==> config.mk <==
export PLATFORM = sky130hd
export DESIGN_NAME = odr_ctrl
export DESIGN_NICKNAME = d
export VERILOG_FILES = /design/src/rtl/odr_pkg.sv /design/src/rtl/odr_prescale.sv /design/src/rtl/odr_pin_filter.sv /design/src/rtl/odr_flag_cell.sv /design/src/rtl/odr_ctrl.sv
export SDC_FILE = /design/constraint.sdc
export NUM_CORES = 1
export LEC_CHECK = 0
export BUFFER_PORTS_ARGS = -buffer_cell sky130_fd_sc_hd__buf_2
export CAP_MARGIN = 20
export CORE_UTILIZATION = 55
export DETAILED_ROUTE_END_ITERATION = 6
export GPL_TIMING_DRIVEN = 0
export PLACE_DENSITY = 0.76
export SYNTH_ARGS = -nofsm -noshare
export SYNTH_HDL_FRONTEND = slang
export SYNTH_SLANG_ARGS = --single-unit
==> constraint.sdc <==
create_clock -name clk -period 2.1 [get_ports clk]
set_input_delay 0.42 -clock clk [delete_from_list [all_inputs] [get_ports clk]]
set_output_delay 0.42 -clock clk [all_outputs]
set_load 0.01 [all_outputs]
==> src/rtl/odr_pkg.sv <==
package odr_pkg;
    localparam int NPIN = 4;
    localparam int FLAG_LSB = 12;

    typedef enum logic [1:0] {
        MD_EDGE  = 2'b00,
        MD_DIV_A = 2'b01,
        MD_DIV_B = 2'b10,
        MD_DIV_C = 2'b11
    } det_mode_e;

    typedef enum logic [1:0] {
        FL_IDLE  = 2'b00,
        FL_SET   = 2'b01,
        FL_ARMED = 2'b10
    } flag_state_e;
endpackage

==> src/rtl/odr_prescale.sv <==
module odr_prescale #(
    parameter int DIV_A = 8,
    parameter int DIV_B = 16,
    parameter int DIV_C = 128
) (
    input  logic       clk,
    input  logic       rst_n,
    output logic [2:0] tick
);
    localparam int PW = $clog2(DIV_C);
    localparam int WA = $clog2(DIV_A);
    localparam int WB = $clog2(DIV_B);

    logic [PW-1:0] cnt_q;

    always_ff @(posedge clk or negedge rst_n) begin
        if (!rst_n) cnt_q <= '0;
        else        cnt_q <= cnt_q + 1'b1;
    end

    always_comb begin
        tick[0] = &cnt_q[WA-1:0];
        tick[1] = &cnt_q[WB-1:0];
        tick[2] = &cnt_q;
    end

    AST_SLOW_TICK_NESTED: assert property (@(posedge clk) disable iff (!rst_n)
        tick[2] |-> (tick[1] && tick[0]));
    AST_TICK_A_PERIOD: assert property (@(posedge clk) disable iff (!rst_n)
        tick[0] |=> !tick[0]);
endmodule

==> src/rtl/odr_pin_filter.sv <==
module odr_pin_filter
    import odr_pkg::*;
#(
    parameter int SAMPLES = 16
) (
    input  logic       clk,
    input  logic       rst_n,
    input  logic       pin_n,
    input  det_mode_e  mode,
    input  logic [2:0] tick,
    output logic       req
);
    localparam int CW = $clog2(SAMPLES + 1);
    localparam logic [CW-1:0] FULL = CW'(SAMPLES);

    logic          sy1_q, sy2_q, sy3_q;
    logic [CW-1:0] cnt_q;
    logic          tick_sel;
    logic          fall;
    logic          full;

    always_ff @(posedge clk or negedge rst_n) begin
        if (!rst_n) begin
            sy1_q <= 1'b1;
            sy2_q <= 1'b1;
            sy3_q <= 1'b1;
        end else begin
            sy1_q <= pin_n;
            sy2_q <= sy1_q;
            sy3_q <= sy2_q;
        end
    end

    always_comb begin
        unique case (mode)
            MD_EDGE:  tick_sel = 1'b0;
            MD_DIV_A: tick_sel = tick[0];
            MD_DIV_B: tick_sel = tick[1];
            MD_DIV_C: tick_sel = tick[2];
            default:  tick_sel = 1'b0;
        endcase
    end

    always_ff @(posedge clk or negedge rst_n) begin
        if (!rst_n)                cnt_q <= '0;
        else if (mode == MD_EDGE)  cnt_q <= '0;
        else if (tick_sel) begin
            if (sy2_q)             cnt_q <= '0;
            else if (cnt_q != FULL) cnt_q <= cnt_q + 1'b1;
        end
    end

    always_comb begin
        fall = sy3_q & ~sy2_q;
        full = (cnt_q == FULL);
        req  = (mode == MD_EDGE) ? fall : full;
    end

    AST_HIGH_RESTARTS: assert property (@(posedge clk) disable iff (!rst_n)
        (tick_sel && sy2_q) |=> (cnt_q == '0));
    AST_COUNT_ON_TICK: assert property (@(posedge clk) disable iff (!rst_n)
        (!tick_sel && mode != MD_EDGE) |=> $stable(cnt_q));
    AST_NO_OVERFLOW: assert property (@(posedge clk) disable iff (!rst_n)
        cnt_q <= FULL);
endmodule

==> src/rtl/odr_flag_cell.sv <==
module odr_flag_cell
    import odr_pkg::*;
(
    input  logic clk,
    input  logic rst_n,
    input  logic set,
    input  logic rd,
    input  logic wr,
    input  logic wbit,
    output logic flag
);
    flag_state_e st_q, st_d;

    always_ff @(posedge clk or negedge rst_n) begin
        if (!rst_n) st_q <= FL_IDLE;
        else        st_q <= st_d;
    end

    always_comb begin
        st_d = st_q;
        unique case (st_q)
            FL_IDLE:  st_d = set ? FL_SET : FL_IDLE;
            FL_SET:   st_d = (rd && !wr) ? FL_ARMED : FL_SET;
            FL_ARMED: begin
                if (wr) st_d = (!wbit && !set) ? FL_IDLE : FL_SET;
                else    st_d = FL_ARMED;
            end
            default:  st_d = FL_IDLE;
        endcase
    end

    always_comb begin
        flag = (st_q != FL_IDLE);
    end

    AST_SET_WINS: assert property (@(posedge clk) disable iff (!rst_n)
        set |=> flag);
    AST_CLEAR_NEEDS_ARM: assert property (@(posedge clk) disable iff (!rst_n)
        (flag && st_q != FL_ARMED) |=> flag);
    AST_WRITE_ONE_KEEPS: assert property (@(posedge clk) disable iff (!rst_n)
        (flag && wr && wbit) |=> flag);
endmodule

==> src/rtl/odr_ctrl.sv <==
module odr_ctrl
    import odr_pkg::*;
#(
    parameter int SAMPLES = 16,
    parameter int DIV_A   = 8,
    parameter int DIV_B   = 16,
    parameter int DIV_C   = 128
) (
    input  logic        clk,
    input  logic        rst_n,
    input  logic [3:0]  req_n,
    input  logic        reg_rd,
    input  logic        reg_wr,
    input  logic [15:0] reg_wdata,
    output logic [15:0] reg_rdata,
    output logic        irq,
    output logic        hiz_req
);
    localparam int CTRL_W = 2 * NPIN + 1;

    logic [CTRL_W-1:0] ctrl_q;
    logic [2:0]        tick;
    logic [NPIN-1:0]   req;
    logic [NPIN-1:0]   flag;

    always_ff @(posedge clk or negedge rst_n) begin
        if (!rst_n)      ctrl_q <= '0;
        else if (reg_wr) ctrl_q <= reg_wdata[CTRL_W-1:0];
    end

    odr_prescale #(.DIV_A(DIV_A), .DIV_B(DIV_B), .DIV_C(DIV_C)) u_pre (
        .clk(clk), .rst_n(rst_n), .tick(tick)
    );

    for (genvar i = 0; i < NPIN; i++) begin : g_pin
        odr_pin_filter #(.SAMPLES(SAMPLES)) u_filt (
            .clk(clk), .rst_n(rst_n), .pin_n(req_n[i]),
            .mode(det_mode_e'(ctrl_q[2*i+1 -: 2])), .tick(tick), .req(req[i])
        );
        odr_flag_cell u_flag (
            .clk(clk), .rst_n(rst_n), .set(req[i]), .rd(reg_rd), .wr(reg_wr),
            .wbit(reg_wdata[FLAG_LSB+i]), .flag(flag[i])
        );
    end

    always_comb begin
        reg_rdata = {flag, 3'b000, ctrl_q};
        hiz_req   = |flag;
        irq       = ctrl_q[CTRL_W-1] & hiz_req;
    end

    AST_HIZ_HOLD: assert property (@(posedge clk) disable iff (!rst_n)
        (hiz_req && !reg_wr) |=> hiz_req);
    AST_RSV_ZERO: assert property (@(posedge clk) disable iff (!rst_n)
        (reg_wr && reg_wdata[11:9] != 3'b000) |=> (reg_rdata[11:9] == 3'b000));
    AST_IRQ_NEEDS_FLAG: assert property (@(posedge clk) disable iff (!rst_n)
        $rose(irq) |-> (reg_rdata[15:12] != 4'h0));
endmodule

==> summary.txt, run 1 <==
Setup path
  – Max stage delay cell, worst path: or4_4
  – CP Data Required Time: 1680 ps
  – Crit start category: register
  – Crit path DAT: 1740 ps
  – Crit path cell chain: or2_4 -> or4_4 -> and2_4 -> buf_6
  – Reg2Reg Setup Slack: 140 ps
  – Crit-path max FO: 2
  – R2R depth: 6
  – CP max stage delay: 530 ps
  – Setup crit end: irq
  – Crit end category: output pin
  – Reg-to-Reg End: g_pin[3].u_filt.cnt_q[2]
  – RR Startpoint: u_pre.cnt_q[0]
  – Setup CP Type: reg -> out
  – Worst Setup SP: g_pin[2].u_flag.st_q[0]

Synthesis
  – Avg Cell Area, Syn: 11.0 µm²
  – Post-Syn Area: 0.00280 mm²
  – Number of synthesized flops with an enable pin: 0
  – Sequential share of the synthesized area: 50.6%
  – Syn Inst Count: 254
  – Netlist cell types: 48
  – Synth Warn #: 0
  – Flop and latch count out of synthesis: 56
  – Top FF cell, synth: dfrtp_1
  – Async set-reset flop share out of synthesis: 100%

Clock network
  – H-Tree Depth: 2
  – Clock latency on the worst-skew pair: 310 ps
  – Clock transition at the registers of the reported paths: 100 ps
  – # hold bufs at CTS: 0
  – CTS Buf Count: 5
  – CTS tree: yes
  – Clock Tree Buf Depth: 2
  – Clock root buffer: clkbuf_8
  – Sink Count: 56

STA
  – Final WS setup: -57.5 ps
  – RSZ-0062 raised after global routing: yes
  – Final worst path period need: 2160 ps
  – Slew Limit Fails: 0
  – Fmax: 0.464 GHz
  – Final Setup Violations: 1
  – Fin Setup TNS: -57.5 ps
  – Worst Tran Pin Value: 679 ps
  – Period utilization: 103%
  – Worst Clk Skew: 8.25 ps
  – Final Hold Fails: 0
  – Slew HR: 54.8%
  – WHS: 147 ps

Placed design
  – GP Congestion: 0.780
  – Buffers on Ports: 34
  – DP Area: 0.00308 mm²
  – Setup WS pre-CTS: 30.5 ps
  – Dpl hpwl: 3.71 mm

Finish
  – Most common cell after layout, fill and taps aside: dfrtp_1
  – Design area: 0.00325 mm²
  – Layout cell share with drive strength beyond 1: 33.7%
  – Nets: 340
  – ANT cells: 0
  – Most frequent cells in the layout: dfrtp_1 (44), buf_2 (33), inv_1 (20)
  – Area grow syn2layout: 16.1%

Drt
  – Total detailed-routing wirelength: 5.04 mm
  – Routed Antenna Nets: 0
  – Avg WL per Cell: 13.5 µm
  – Initial DRT Pass Iterations: 4
  – Via count: 2,045
  – DR iter-0 viols: 116
  – Drc violations: 0
  – Vias per cell: 5.48

Status
  – Status: complete, but fails checks
  – Violated checks: negative setup slack

Min path
  – Hold WC Path Type: in -> async

Run
  – Max-cap viol count: 0

Power
  – Post-layout power: 0.00276 W
  – Clk pwr share: 20.4%
  – Reg power frac: 48.0%
  – Logic gate share of total power: 31.6%
  – Internal power: 0.00193 W
  – NetSw: 0.000838 W
  – Peak supply drop: 0.000587 V
  – PwrDens: 850 mW/mm²
  – Sw frac: 30.3%
  – P_leak: 1.54 nW

Global routing
  – Total Routing Usage GR: 20.8%
  – Initial antenna violation count: 0
  – Vias in the first global route: 1,931
  – Pin count of the biggest net entering global routing: 31
  – First-pass GRT wire length: 8.51 mm
  – Aggregate global routing overflow: 0

Floorplan
  – Initial Util: 58.1%
  – Rows: 25
  – I/O pin cnt: 42
  – Die W: 73.3 µm
  – Die Y: 73.3 µm
  – Die area: 0.00538 mm²
  – Core area: 0.00482 mm²
[synth_stat cells, drive strengths merged (5+ instances only)]
cell type | instances | area, µm²
and3 | 5 | 37.5
nor2 | 14 | 52.6
nand3 | 16 | 80.1
inv | 20 | 75.1
mux2 | 10 | 113
nand2 | 17 | 63.8
dfrtp | 44 | 1100
nand2b | 8 | 50.1
o21ai | 7 | 35.0
buf | 8 | 56.3
or2 | 6 | 37.5
o31ai | 5 | 37.5
ha | 10 | 125
a21oi | 8 | 40.0
dfstp | 12 | 315
[worst min-delay path by stage]
stage	end	slack, ps	cells past startpoint
2_1_floorplan	ctrl_q[0]	120	0
3_3_place_gp	g_pin[0].u_filt.sy2_q	350	0
3_5_place_dp	g_pin[3].u_filt.sy2_q	350	0
4_1_cts	g_pin[0].u_flag.st_q[1]	150	1
5_1_grt	g_pin[3].u_filt.sy1_q	180	1
6_report	g_pin[1].u_filt.cnt_q[0]	150	1
[flip-flops by register name (all words and copies together), names as in the netlist]
register            count
g_pin.u_filt.cnt_q     20
g_pin.u_filt.sy1_q      4
g_pin.u_flag.st_q       8
g_pin.u_filt.sy2_q      4
g_pin.u_filt.sy3_q      4
u_pre.cnt_q             7
ctrl_q                  9
[power groups by stage]
stage	sequential (W)	combinational [W]	clock (W)
final	0.00133	0.000873	0.000563
after global routing	0.00134	0.000979	0.000622
after CTS	0.00132	0.000867	0.000585
after detailed placement	0.00139	0.000717	0
after global placement	0.00138	0.000693	0
after floorplan	0.00136	0.000521	0
[through the flow]
stage,util (%),std cells
after floorplan,-,256
after global placement,63.5,357
after detailed placement,63.9,358
after CTS,67.1,373
after global routing,67.5,373
final,67.5,373
[metal layers]
metal / vias to the layer above / GRT usage [%] / part of all wire [%]
met2: 43 / 35.3 / 50
li1: 1005 / - / -
met5: - / 0 / 0
met4: 0 / 6.20 / 1.0
met1: 993 / 27.0 / 45
met3: 4 / 4.53 / 3.9
[kinds of logic after synthesis]
logic type / synth area share, %
AO/OA/AOI/OAI: 15.3
XOR/XNOR: 1.25
buffers and inverters: 4.83
AND/OR/NAND/NOR: 18.0
adder cells (fa/ha/maj): 4.47
other: 0.134
flip-flops: 50.6
multiplexers: 5.45
[layout make-up]
cell class	count	area, µm²
Inverter	20	75.1
Sequential cell	56	1420
Fill cell	390	1570
Tap cell	67	83.8
Clock inverter	2	12.5
Buffer	9	60.1
Multi-Input combinational cell	171	1280
Clock buffer	5	68.8
Timing Repair Buffer	43	256
[what timing repair did]
item                       4_1_cts  5_1_grt
pin swaps                        3        0
setup endpoints to repair        2        4
hold endpoints to repair         0        0
setup buffers                    8        0
gates resized for setup          4        4
[worst max-delay path, delay by kind of cell, from the launching register on]
| family | cells | cell delay (ps) |
|---|---|---|
| flip-flops | 1 | 390 |
| buffers and inverters | 1 | 110 |
| AND/OR/NAND/NOR | 3 | 930 |
Note: power is estimated with default switching activity, not from simulation.
==> run 2, diff against run 1 <==
- SYNTH_HIERARCHICAL: unset -> 1
==> run 2 against run 1 <==
Against the previous run: the run now ends clean; largest cell class unchanged; setup slack improved by 120 ps; sequential share of layout area shrank 2.9 points; worst hold slack lost 35 ps; die area rose by 6.7%; clock-buffer cell count stayed put; design area grew 7.1%; critical path type unchanged; synthesized cell count rose by 3.5%; largest power group unchanged.
==> summary.txt, run 2 <==
Setup path
  – CP max stage delay: 530 ps (about the same)
  – Crit path DAT: 1620 ps (-120 ps)
  – Crit-path max FO: 3 (+1)
  – Setup CP Type: reg -> out
  – Max stage delay cell, worst path: or4_4
  – Reg2Reg Setup Slack: 200 ps (+60 ps)
  – Crit end category: output pin
  – Crit path cell chain: or2_4 -> or4_4 -> buf_6
  – Crit start category: register
  – Largest delay contributor family on the critical path: simple AND/OR/NAND/NOR gates
  – CP Data Required Time: 1680 ps (about the same)
  – Crit path buf inv count: 1 (unchanged)

Finish
  – Top reg by flops: g_pin.u_filt/cnt_q
  – Largest regs: g_pin.u_filt/cnt_q: 20 flops, ctrl_q: 9 flops, g_pin.u_flag/st_q: 8 flops
  – ANT cells: 0 (unchanged)
  – Most frequent cells in the layout: dfrtp_1 (43), buf_2 (35), inv_1 (30)
  – Register area: 0.00142 mm² (about the same)
  – Layout cell share with drive strength beyond 1: 33.6% (about the same)
  – Max reg flops: 20 (unchanged)
  – Most common cell after layout, fill and taps aside: dfrtp_1
  – Multi-input gate area: 0.00137 mm² (+7.0%)
  – Area grow syn2layout: 16.4%
  – Nets: 351 (+3.2%)
  – Design area: 0.00348 mm² (+7.1%)
  – Fill count: 410 (+5.1%)
  – Final Instance Count excl. Fillers: 388 (+4.0%)

Synthesis
  – Top FF cell, synth: dfrtp_1
  – Flop and latch count out of synthesis: 56 (unchanged)
  – Synth area leaders: dfrtp_1 (37%), dfstp_2 (11%), ha_1 (4.2%), o22ai_1 (4.2%), a221oi_2 (4.0%)
  – Area leader, netlist: dfrtp_1
  – Post-Syn Area: 0.00299 mm² (+6.9%)
  – Number of synthesized flops with an enable pin: 0 (unchanged)
  – Avg Cell Area, Syn: 11.4 µm² (+3.2%)
  – Top-count cell post-synth: dfrtp_1
  – Synth cell count leaders: dfrtp_1 (44), inv_1 (30), o22ai_1 (20)
  – Netlist cell types: 36 (-25%)
  – Sequential share of the synthesized area: 47.3% (-3.3 points)
  – Synth Warn #: 6 (+6)
  – Async set-reset flop share out of synthesis: 100% (unchanged)
  – Syn Inst Count: 263 (+3.5%)
  – Top-area cell type share of the netlist area: 36.8% (-2.5 points)

Floorplan
  – Core area: 0.00517 mm² (+7.4%)
  – Die Y: 75.8 µm (+3.3%)
  – Rows: 26 (+4.0%)
  – Die W: 75.8 µm (+3.3%)
  – Die area: 0.00574 mm² (+6.7%)
  – Initial Util: 57.8% (-0.27 points)
  – I/O pin cnt: 42 (unchanged)

Power
  – P_leak: 1.53 nW (-0.21%)
  – Internal power: 0.00205 W (+6.5%)
  – Peak supply drop: 0.000474 V (-19%)
  – Clk pwr share: 24.5% (+4.1 points)
  – Post-layout power: 0.00293 W (+5.9%)
  – NetSw: 0.000874 W (+4.3%)
  – Logic gate share of total power: 30.9% (-0.7 points)
  – PwrDens: 840 mW/mm² (-1.2%)
  – Sw frac: 29.9% (-0.44 points)
  – Reg power frac: 44.6% (-3.4 points)

STA
  – Final Hold Fails: 0 (unchanged)
  – Fmax: 0.490 GHz (+5.7%)
  – Final worst path period need: 2040 ps (-116 ps)
  – Slew Limit Fails: 0 (unchanged)
  – Fin Setup TNS: 0 ps (+57.5 ps)
  – Slew HR: 57.4% (+2.7 points)
  – Final WS setup: 58.2 ps (+116 ps)
  – Worst Clk Skew: 10.6 ps (+2.31 ps)
  – Worst Tran Pin Value: 639 ps (-40.0 ps)
  – Final Setup Violations: 0 (-1)
  – RSZ-0062 raised after global routing: yes
  – Period utilization: 97.2% (-5.5 points)

Placed design
  – GP Congestion: 0.785 (+0.59%)
  – Post-Place Cells: 371 (+3.6%)
  – Dpl hpwl: 3.84 mm (+3.3%)
  – DP Area: 0.00328 mm² (+6.5%)
  – Buffers on Ports: 35 (+2.9%)
  – Setup WS pre-CTS: 126 ps (+95.2 ps)

Status
  – Status: finished clean

Clock network
  – Clock latency on the worst-skew pair: 310 ps (about the same)
  – Clock transition at the registers of the reported paths: 100 ps (about the same)
  – H-Tree Depth: 2 (unchanged)
  – Clock Tree Buf Depth: 2 (unchanged)
  – Sink Count: 56 (unchanged)
  – CTS Buf Count: 5 (unchanged)
  – CTS tree: yes
  – Clock root buffer: clkbuf_8

Drt
  – Avg WL per Cell: 14.4 µm (+6.5%)
  – DR iter-0 viols: 114 (-1.7%)
  – Initial DRT Pass Iterations: 4 (unchanged)
  – Drc violations: 0 (unchanged)
  – Total detailed-routing wirelength: 5.58 mm (+11%)
  – Vias per cell: 5.72 (+4.3%)
  – Via count: 2,219 (+8.5%)
  – Routed Antenna Nets: 0 (unchanged)

Min path
  – Hold WC Path Type: in -> async

Global routing
  – Pin count of the biggest net entering global routing: 30 (-3.2%)
  – First-pass GRT wire length: 9.03 mm (+6.0%)
  – Vias in the first global route: 2,000 (+3.6%)
  – Aggregate global routing overflow: 0 (unchanged)
  – Initial antenna violation count: 0 (unchanged)
  – Total Routing Usage GR: 21.0% (+0.11 points)

Run
  – Max-cap viol count: 0 (unchanged)
[run 2: worst reg2reg max path, stage by stage (launching register included)]
cell      delay (ps)
dfrtp_1          380
ha_1             200
nand3_1           80
or2_4            250
nor2_2           190
mux2i_1          220
a221oi_1         340
o22ai_1          120
[run 2: cell families after synthesis]
logic type | Yosys count | synth area share, %
adders and majority gates | 10 | 4.18
AOI/OAI and AO/OA | 65 | 18.1
xor gates and xnor gates | 4 | 1.42
muxes | 13 | 4.73
buffers and inverters | 42 | 7.70
DFF | 56 | 47.3
and+or+nand+nor | 72 | 16.4
other | 1 | 0.125
[run 2: power by group through the flow]
stage                     Clock, W  Sequential [W]  Combinational, W
final                     0.000716         0.00131          0.000904
after global routing      0.000771         0.00132           0.00102
after CTS                 0.000736         0.00131          0.000851
after detailed placement         0         0.00136          0.000739
after global placement           0         0.00136          0.000713
after floorplan                  0         0.00134          0.000546
[run 2: cell type report]
cell class,count,share of cell area (%)
Multi-Input combinational cell,167,39.2
Clock buffer,5,1.98
Sequential cell,56,40.7
Inverter,30,3.23
Buffer,12,3.38
Timing Repair Buffer,45,7.73
Tap cell,70,2.52
Clock inverter,3,1.22
[run 2: routing by layer]
layer  global-route usage [%]  part of all wire (%)  wire, µm
met5                        0                     0         0
met4                     4.94                   1.0        56
met3                     3.97                   3.6       201
met2                     34.6                    48      2670
met1                     28.7                    47      2650
[run 2: repair_timing]
item,CTS,global route
endpoints found under the hold margin,0,0
hold buffers,0,0
gates resized for setup,2,5
gates cloned,0,0
setup buffers,6,3
endpoints found under the setup margin,1,21
[run 2: path summary, 6_finish.rpt]
kind,startpoint,end,cells after the start
worst max-delay path,g_pin[1].u_flag/st_q[1],hiz_req,3
worst min register to register,g_pin[3].u_filt/sy1_q,g_pin[3].u_filt/sy2_q,0
worst min-delay path,rst_n,g_pin[1].u_filt/cnt_q[0],1
max in group asynchronous,rst_n,g_pin[3].u_filt/sy1_q,2
min in group clk,req_n[3],g_pin[3].u_filt/sy1_q,1
worst max register to register,u_pre/cnt_q[0],g_pin[0].u_filt/cnt_q[2],7
[run 2: metrics by stage]
step / hold slack, ps / util [%]
CTS: 133 / 66.6
floorplan: 124 / -
global placement: 345 / 63.1
global route: 165 / 67.3
finish: 113 / 67.3
detailed placement: 347 / 63.4
